<file path="src/rtl/wdt_pkg.sv">
package wdt_pkg;
  localparam int BUS_W = 32;

  typedef enum logic [2:0] {
    RI_INT   = 3'd0,
    RI_CTRL  = 3'd1,
    RI_CNT   = 3'd2,
    RI_MACT  = 3'd3,
    RI_MATCH = 3'd4,
    RI_PIN   = 3'd5,
    RI_PLEN  = 3'd6,
    RI_CAUSE = 3'd7
  } reg_idx_e;

  // control bits
  localparam int CT_RUN  = 0;
  localparam int CT_CLR  = 1;
  localparam int CT_FRZ  = 2;
  // match action bits
  localparam int MA_IRQ  = 0;
  localparam int MA_STOP = 2;
  localparam int MA_RINT = 3;
  localparam int MA_REXT = 4;
  localparam int MA_FINT = 5;
  localparam int MA_FEXT = 6;

  typedef enum logic [1:0] {
    PIN_KEEP   = 2'd0,
    PIN_LOW    = 2'd1,
    PIN_HIGH   = 2'd2,
    PIN_TOGGLE = 2'd3
  } pin_act_e;
endpackage

</file>
<file path="src/rtl/wdt_counter.sv">
module wdt_counter #(
  parameter int CNT_W = 32
) (
  input  logic             clk,
  input  logic             rst_n,
  input  logic             tick,
  input  logic             run_en,
  input  logic             clr,
  input  logic             frz_en,
  input  logic             dbg_halt,
  input  logic [CNT_W-1:0] match_val,
  input  logic             match_wr,
  input  logic             stop_on_hit,
  output logic [CNT_W-1:0] cnt,
  output logic             hit
);
  logic             fresh;
  logic             step;
  logic [CNT_W-1:0] cnt_nxt;

  assign step = run_en && tick && !(frz_en && dbg_halt);
  assign hit  = fresh && (cnt == match_val);

  always_comb begin
    cnt_nxt = cnt;
    if (clr || (hit && stop_on_hit)) cnt_nxt = '0;
    else if (step)                   cnt_nxt = cnt + CNT_W'(1);
  end

  always_ff @(posedge clk or negedge rst_n) begin
    if (!rst_n) begin
      cnt   <= '0;
      fresh <= 1'b0;
    end else begin
      cnt <= cnt_nxt;
      if ((cnt_nxt != cnt) || match_wr) fresh <= 1'b1;
      else if (hit)                     fresh <= 1'b0;
    end
  end


  clr_zero_chk: assert property (@(posedge clk) disable iff (!rst_n)
    clr |=> (cnt == '0));

  hold_when_off_chk: assert property (@(posedge clk) disable iff (!rst_n)
    (!run_en && !clr && !hit) |=> $stable(cnt));

  freeze_chk: assert property (@(posedge clk) disable iff (!rst_n)
    (frz_en && dbg_halt && !clr && !hit) |=> $stable(cnt));

  single_hit_chk: assert property (@(posedge clk) disable iff (!rst_n)
    (hit && !match_wr) |=> !hit);
endmodule

</file>
<file path="src/rtl/wdt_pulse.sv">
module wdt_pulse #(
  parameter int PLEN_W = 16
) (
  input  logic              clk,
  input  logic              rst_n,
  input  logic              por_n,
  input  logic              tick,
  input  logic              start,
  input  logic              ext_req,
  input  logic [PLEN_W-1:0] plen,
  output logic              active,
  output logic              rst_int,
  output logic              rst_ext,
  output logic              cause
);
  logic [PLEN_W-1:0] pcnt;
  logic              ext_r;
  logic              launch;

  assign launch  = start && !active;
  assign rst_int = active;
  assign rst_ext = ext_r;

  always_ff @(posedge clk or negedge rst_n) begin
    if (!rst_n) begin
      active <= 1'b0;
      ext_r  <= 1'b0;
      pcnt   <= '0;
    end else if (launch) begin
      active <= 1'b1;
      ext_r  <= ext_req;
      pcnt   <= plen;
    end else if (active && tick) begin
      if (pcnt == '0) begin
        active <= 1'b0;
        ext_r  <= 1'b0;
      end else begin
        pcnt <= pcnt - PLEN_W'(1);
      end
    end
  end

  always_ff @(posedge clk or negedge por_n) begin
    if (!por_n)      cause <= 1'b0;
    else if (launch) cause <= 1'b1;
  end


  ext_within_int_chk: assert property (@(posedge clk) disable iff (!rst_n || !por_n)
    ext_r |-> active);

  busy_hold_chk: assert property (@(posedge clk) disable iff (!rst_n || !por_n)
    (active && !tick) |=> (active && $stable(pcnt)));

  cause_set_chk: assert property (@(posedge clk) disable iff (!rst_n || !por_n)
    launch |=> (cause && active));
endmodule

</file>
<file path="src/rtl/wdt_regs.sv">
module wdt_regs
  import wdt_pkg::*;
#(
  parameter int CNT_W  = 32,
  parameter int PLEN_W = 16
) (
  input  logic              clk,
  input  logic              rst_n,
  input  logic              psel,
  input  logic              penable,
  input  logic              pwrite,
  input  logic [4:0]        paddr,
  input  logic [BUS_W-1:0]  pwdata,
  output logic [BUS_W-1:0]  prdata,
  input  logic [CNT_W-1:0]  cnt,
  input  logic              hit,
  input  logic              pulse_active,
  input  logic              cause,
  output logic              run_en,
  output logic              clr,
  output logic              frz_en,
  output logic [CNT_W-1:0]  match_val,
  output logic              match_wr,
  output logic              stop_on_hit,
  output logic              pulse_start,
  output logic              pulse_ext,
  output logic [PLEN_W-1:0] plen,
  output logic              irq,
  output logic              match_out
);
  logic       int_flag;
  logic [2:0] ctrl;
  logic [6:0] mact;
  pin_act_e   pin_act;
  logic       pin_q;
  logic       aligned;
  logic       wr;
  reg_idx_e   idx;
  logic       force_go;

  assign aligned = (paddr[1:0] == 2'b00);
  assign idx     = reg_idx_e'(paddr[4:2]);
  assign wr      = psel && penable && pwrite && aligned;

  assign run_en      = ctrl[CT_RUN];
  assign clr         = ctrl[CT_CLR];
  assign frz_en      = ctrl[CT_FRZ];
  assign stop_on_hit = mact[MA_STOP];
  assign match_wr    = wr && (idx == RI_MATCH);
  assign irq         = int_flag;
  assign match_out   = pin_q;

  assign pulse_start = (hit && (mact[MA_RINT] || mact[MA_REXT])) ||
                       mact[MA_FINT] || mact[MA_FEXT];
  assign pulse_ext   = (hit && mact[MA_REXT]) || mact[MA_FEXT];
  assign force_go    = (mact[MA_FINT] || mact[MA_FEXT]) && !pulse_active;

  always_ff @(posedge clk or negedge rst_n) begin
    if (!rst_n) begin
      int_flag  <= 1'b0;
      ctrl      <= '0;
      mact      <= '0;
      match_val <= '0;
      plen      <= '0;
      pin_act   <= PIN_KEEP;
      pin_q     <= 1'b0;
    end else begin
      if (hit && mact[MA_IRQ])                         int_flag <= 1'b1;
      else if (wr && idx == RI_INT && pwdata[0])       int_flag <= 1'b0;

      if (wr && idx == RI_CTRL) ctrl <= pwdata[2:0];
      if (hit && mact[MA_STOP]) ctrl[CT_RUN] <= 1'b0;

      if (wr && idx == RI_MACT) mact <= pwdata[6:0] & 7'b111_1101;
      else if (force_go)        mact[MA_FEXT:MA_FINT] <= 2'b00;

      if (match_wr)             match_val <= pwdata[CNT_W-1:0];
      if (wr && idx == RI_PLEN) plen <= pwdata[PLEN_W-1:0];

      if (wr && idx == RI_PIN) begin
        pin_act <= pin_act_e'(pwdata[5:4]);
        pin_q   <= pwdata[0];
      end
      if (hit) begin
        case (pin_act)
          PIN_LOW:    pin_q <= 1'b0;
          PIN_HIGH:   pin_q <= 1'b1;
          PIN_TOGGLE: pin_q <= ~pin_q;
          default:    ;
        endcase
      end
    end
  end

  always_comb begin
    prdata = '0;
    if (psel && aligned) begin
      case (idx)
        RI_INT:   prdata[0] = int_flag;
        RI_CTRL:  prdata[2:0] = ctrl;
        RI_CNT:   prdata[CNT_W-1:0] = cnt;
        RI_MACT:  prdata[6:0] = mact;
        RI_MATCH: prdata[CNT_W-1:0] = match_val;
        RI_PIN:   begin prdata[5:4] = pin_act; prdata[0] = pin_q; end
        RI_PLEN:  prdata[PLEN_W-1:0] = plen;
        RI_CAUSE: prdata[0] = cause;
        default:  prdata = '0;
      endcase
    end
  end


  irq_cause_chk: assert property (@(posedge clk) disable iff (!rst_n)
    $rose(int_flag) |-> $past(hit && mact[MA_IRQ]));

  stop_clears_run_chk: assert property (@(posedge clk) disable iff (!rst_n)
    (hit && mact[MA_STOP]) |=> !ctrl[CT_RUN]);

  force_self_clear_chk: assert property (@(posedge clk) disable iff (!rst_n)
    (force_go && !(wr && idx == RI_MACT)) |=> (mact[MA_FEXT:MA_FINT] == 2'b00));
endmodule

</file>
<file path="src/rtl/wdog_match_timer.sv">
module wdog_match_timer
  import wdt_pkg::*;
#(
  parameter int CNT_W  = 32,
  parameter int PLEN_W = 16
) (
  input  logic        clk,
  input  logic        rst_n,
  input  logic        por_n,
  input  logic        psel,
  input  logic        penable,
  input  logic        pwrite,
  input  logic [4:0]  paddr,
  input  logic [31:0] pwdata,
  output logic [31:0] prdata,
  input  logic        cnt_tick,
  input  logic        dbg_halt,
  output logic        irq,
  output logic        match_out,
  output logic        rst_int_o,
  output logic        rst_ext_o
);
  logic              core_rst_n;
  logic [CNT_W-1:0]  cnt;
  logic              hit;
  logic              run_en, clr, frz_en, match_wr, stop_on_hit;
  logic [CNT_W-1:0]  match_val;
  logic              pulse_start, pulse_ext, pulse_active, cause;
  logic [PLEN_W-1:0] plen;

  assign core_rst_n = rst_n & por_n;

  wdt_regs #(.CNT_W(CNT_W), .PLEN_W(PLEN_W)) u_regs (
    .clk(clk), .rst_n(core_rst_n),
    .psel(psel), .penable(penable), .pwrite(pwrite), .paddr(paddr),
    .pwdata(pwdata), .prdata(prdata),
    .cnt(cnt), .hit(hit), .pulse_active(pulse_active), .cause(cause),
    .run_en(run_en), .clr(clr), .frz_en(frz_en),
    .match_val(match_val), .match_wr(match_wr), .stop_on_hit(stop_on_hit),
    .pulse_start(pulse_start), .pulse_ext(pulse_ext), .plen(plen),
    .irq(irq), .match_out(match_out)
  );

  wdt_counter #(.CNT_W(CNT_W)) u_count (
    .clk(clk), .rst_n(core_rst_n), .tick(cnt_tick),
    .run_en(run_en), .clr(clr), .frz_en(frz_en), .dbg_halt(dbg_halt),
    .match_val(match_val), .match_wr(match_wr), .stop_on_hit(stop_on_hit),
    .cnt(cnt), .hit(hit)
  );

  wdt_pulse #(.PLEN_W(PLEN_W)) u_pulse (
    .clk(clk), .rst_n(core_rst_n), .por_n(por_n), .tick(cnt_tick),
    .start(pulse_start), .ext_req(pulse_ext), .plen(plen),
    .active(pulse_active), .rst_int(rst_int_o), .rst_ext(rst_ext_o),
    .cause(cause)
  );
endmodule

</file>
<file path="config.mk">
export PLATFORM = sky130hd
export DESIGN_NAME = wdog_match_timer
export DESIGN_NICKNAME = d
export VERILOG_FILES = /design/src/rtl/wdt_pkg.sv /design/src/rtl/wdt_counter.sv /design/src/rtl/wdt_pulse.sv /design/src/rtl/wdt_regs.sv /design/src/rtl/wdog_match_timer.sv
export SDC_FILE = /design/constraint.sdc
export NUM_CORES = 1
export LEC_CHECK = 0
export BUFFER_PORTS_ARGS = -buffer_cell sky130_fd_sc_hd__buf_2
export CORE_UTILIZATION = 59
export DETAILED_ROUTE_END_ITERATION = 8
export PLACE_DENSITY = 0.86
export SLEW_MARGIN = 5
export SYNTH_ARGS = -nofsm -noshare
export SYNTH_HDL_FRONTEND = slang
export SYNTH_SLANG_ARGS = --single-unit
</file>
<file path="constraint.sdc">
create_clock -name clk -period 4.79 [get_ports clk]
set_input_delay 0.7185 -clock clk [delete_from_list [all_inputs] [get_ports clk]]
set_output_delay 0.7185 -clock clk [all_outputs]
set_load 0.1 [all_outputs]
</file>
==> impl_metrics.toml <==
[die]
io_pins = 81
die_h_um = 105.8
row_count = 37
initial_core_util_pct = 61.28
coreArea_mm2 = 0.01037
dieArea_mm2 = 0.01119
die_w_um = 105.8

[setup_path]
cp.buffers_inverters = 2
startpoint_type = "input port"
critPathMaxFanout = 25
cp-end-kind = "primary output"
cp.arrival_ns = 2.83
crit_chain = "buf_2, nor2_1, nand2_1, or3_1, nor2_1, buf_2"
critPathTopFamily = "simple AND/OR/NAND/NOR gates"
cp_data_required_time_ns = 4.07
critPathKind = "input port to primary output"
crit_slowest_cell = "or3_1"
slowest_delay_ns = 0.76

[timing]
skew_ns = 0.01043
fin_crit_sh_pct = 74.08
max_freq_mhz = 281.8
slew_headroom_pct = 28.85
timing.final.ws_setup_ns = 1.241
rsz0062_at_grt = "no"
fin_tns_setup_ns = 0
holdWs_ns = 0.4040
finalHoldViolations = 0
slew_violations = 0
finalCriticalPeriod_ns = 3.549
worst_pin_slew_ns = 1.065
finalSetupViolCount = 0

[routing]
avgRoutedWirePerCell_um = 19.25
wirelength_mm = 16.46
ant_nets = 0
drc = 0
vias = 5361
vias_per_cell = 6.270
drt_iter0_drc = 528
drt_first_pass_iters = 6

[global_route]
grt_pass1_wl_mm = 27.12
antenna_found_initial = 0
track_usage_pct = 31.63
grt_max_degree = 78
grt_pass1_vias = 5397
overflow = 0

[status]
status = "completed"

[synth]
synth_area_leaders = "dfrtp_1 44%, mux2_2 12%, nor2_1 5.1%"
ys_seq_elements = 113
synth.avg_cell_area_um2 = 9.777
synthFlopType = "dfrtp_1"
synth_area_mm2 = 0.006355
yosysWarnings = 0
synth_edf_count = 0
yosysSeqAreaShare_pct = 44.50
synth_cell_types = 45
yosysTopAreaCellShare_pct = 44.50
async_reset_ff_share_pct = 100.0
synth_cells = 650
syn-num-nets = 697
synth_largest_area_cell = "dfrtp_1"

[place]
placed_area_mm2 = 0.006764
io_buffers = 80
dp_hpwl_mm = 11.11
dp.cells = 822
gp_congestion = 0.8858
post-place-ws_ns = 1.237

[cells_and_area]
syn_to_final_growth_pct = 17.54
stdcell_area_mm2 = 0.007470
layout-drive-gt1-share_pct = 27.54
post_layout_nonfiller_instances = 855
layout_commonest_cell = "dfrtp_1"
diodes = 0
post-route-util_pct = 72.03
nets = 753
final_cell_mix = "113 x dfrtp_1, 86 x nor2_1, 80 x buf_2"

[cts]
postCtsHoldBufs = 1
clk_pin_slew_ns = 0.06
cts_tree = "built"
htreeDepth = 4
post_cts_buffers = 0
insertion_delay_ns = 0.53
clockBufferDepth = 2
cts.sinks = 113
cts-root-buf = "clkbuf_8"
cts_made_buffers = 17
post_cts_resize_count = 0

[power_and_ir_drop]
peakVddDrop_v = 0.0004187
powerDensity_mw_per_mm2 = 443.7
power_mw = 3.314
p_leak_nw = 3.490

[run]
maxCapViolCount = 0

[hold_path]
hp-class = "input port to flip-flop"
-- flip-flops by register name, summed over array words and instances, names as in the netlist --
signal and flops:
u_regs.match_out 1, u_regs.plen 16, u_pulse.rst_ext 1, u_count.fresh 1
u_count.cnt 32, u_regs.pin_act 2, u_pulse.cause 1, u_pulse.pcnt 16
u_regs.ctrl 3, u_regs.match_val 32, u_regs.mact 6, u_regs.irq 1
u_pulse.active 1
-- where the power goes --
part / internal [mW] / total, mW / leakage [nW] / switching (mW)
logic: 0.257 / 0.617 / 1.64 / 0.360
registers: 1.08 / 1.23 / 1.52 / 0.152
clock network: 1.03 / 1.47 / 0.334 / 0.435
-- area by class of cell --
class	instances	area (um^2)
Clock buffer	24	500.5
Clock inverter	8	195.2
Fill cell	708	2900
Inverter	11	41.29
Multi-Input combinational cell	476	3279
Sequential cell	113	2828
Tap cell	136	170.2
Timing Repair Buffer	87	455.4
-- layer usage --
| metal | global-route usage (%) | vias to the layer above | routed length [um] |
|---|---|---|---|
| met2 | 49.81 | 274 | 8031 |
| met1 | 40.48 | 2634 | 6607 |
| met4 | 16.57 | 0 | 588 |
| met5 | 0 | - | 0 |
| met3 | 7.669 | 55 | 1235 |
| li1 | - | 2398 | - |
-- cells by family (layout without fill, tap and decap cells) --
| kind of cell | count (synthesis) | count (layout) | synth area share (%) |
|---|---|---|---|
| adder cells (fa/ha/maj) | 2 | 2 | 0.3937 |
| XOR/XNOR | 68 | 68 | 9.372 |
| flip-flops | 113 | 113 | 44.50 |
| multiplexers | 78 | 78 | 13.64 |
| buffers and inverters | 61 | 130 | 3.938 |
| AO/OA/AOI/OAI | 89 | 89 | 9.490 |
| AND/OR/NAND/NOR | 239 | 239 | 18.67 |
-- path summary, 6_finish.rpt --
| path | start | endpoint | slack, ns | cells past startpoint |
|---|---|---|---|---|
| setup / recovery | paddr[1] | prdata[9] | 1.24 | 6 |
| hold / removal | pwdata[19] | u_regs.match_val[19]$_DFFE_PN0P_ | 0.40 | 3 |
| setup reg to reg | u_count.cnt[1]$_DFF_PN0_ | u_count.cnt[26]$_DFF_PN0_ | 1.71 | 7 |
| hold reg to reg | u_regs.plen[7]$_DFFE_PN0P_ | u_pulse.pcnt[7]$_DFFE_PN0P_ | 0.51 | 1 |
| max in group asynchronous | por_n | u_pulse.pcnt[9]$_DFFE_PN0P_ | 2.67 | 4 |
| min in group asynchronous | rst_n | u_regs.match_out$_DFF_PN0_ | 0.47 | 2 |
-- cell usage after synthesis (all sizes together) (10+ instances only) --
cell type / instances
or3: 10
xnor2: 36
nor2: 86
nand3: 14
mux2: 69
nor4: 14
nor3: 16
a22oi: 32
a21oi: 16
inv: 11
buf: 14
o21ai: 21
nand2: 45
xor2: 32
dfrtp: 113
nand4: 18
clkbuf: 36
-- worst register-to-register path, cell delays in order (launching register included) --
cell and delay (ns):
dfrtp_1 0.48, xnor2_1 0.36, nand3_1 0.12, nor3_1 0.34, and3_1 0.54, nand2_1 0.10, nand2_1 0.79, nor2_1 0.17
Note: power is estimated with default switching activity, not from simulation.
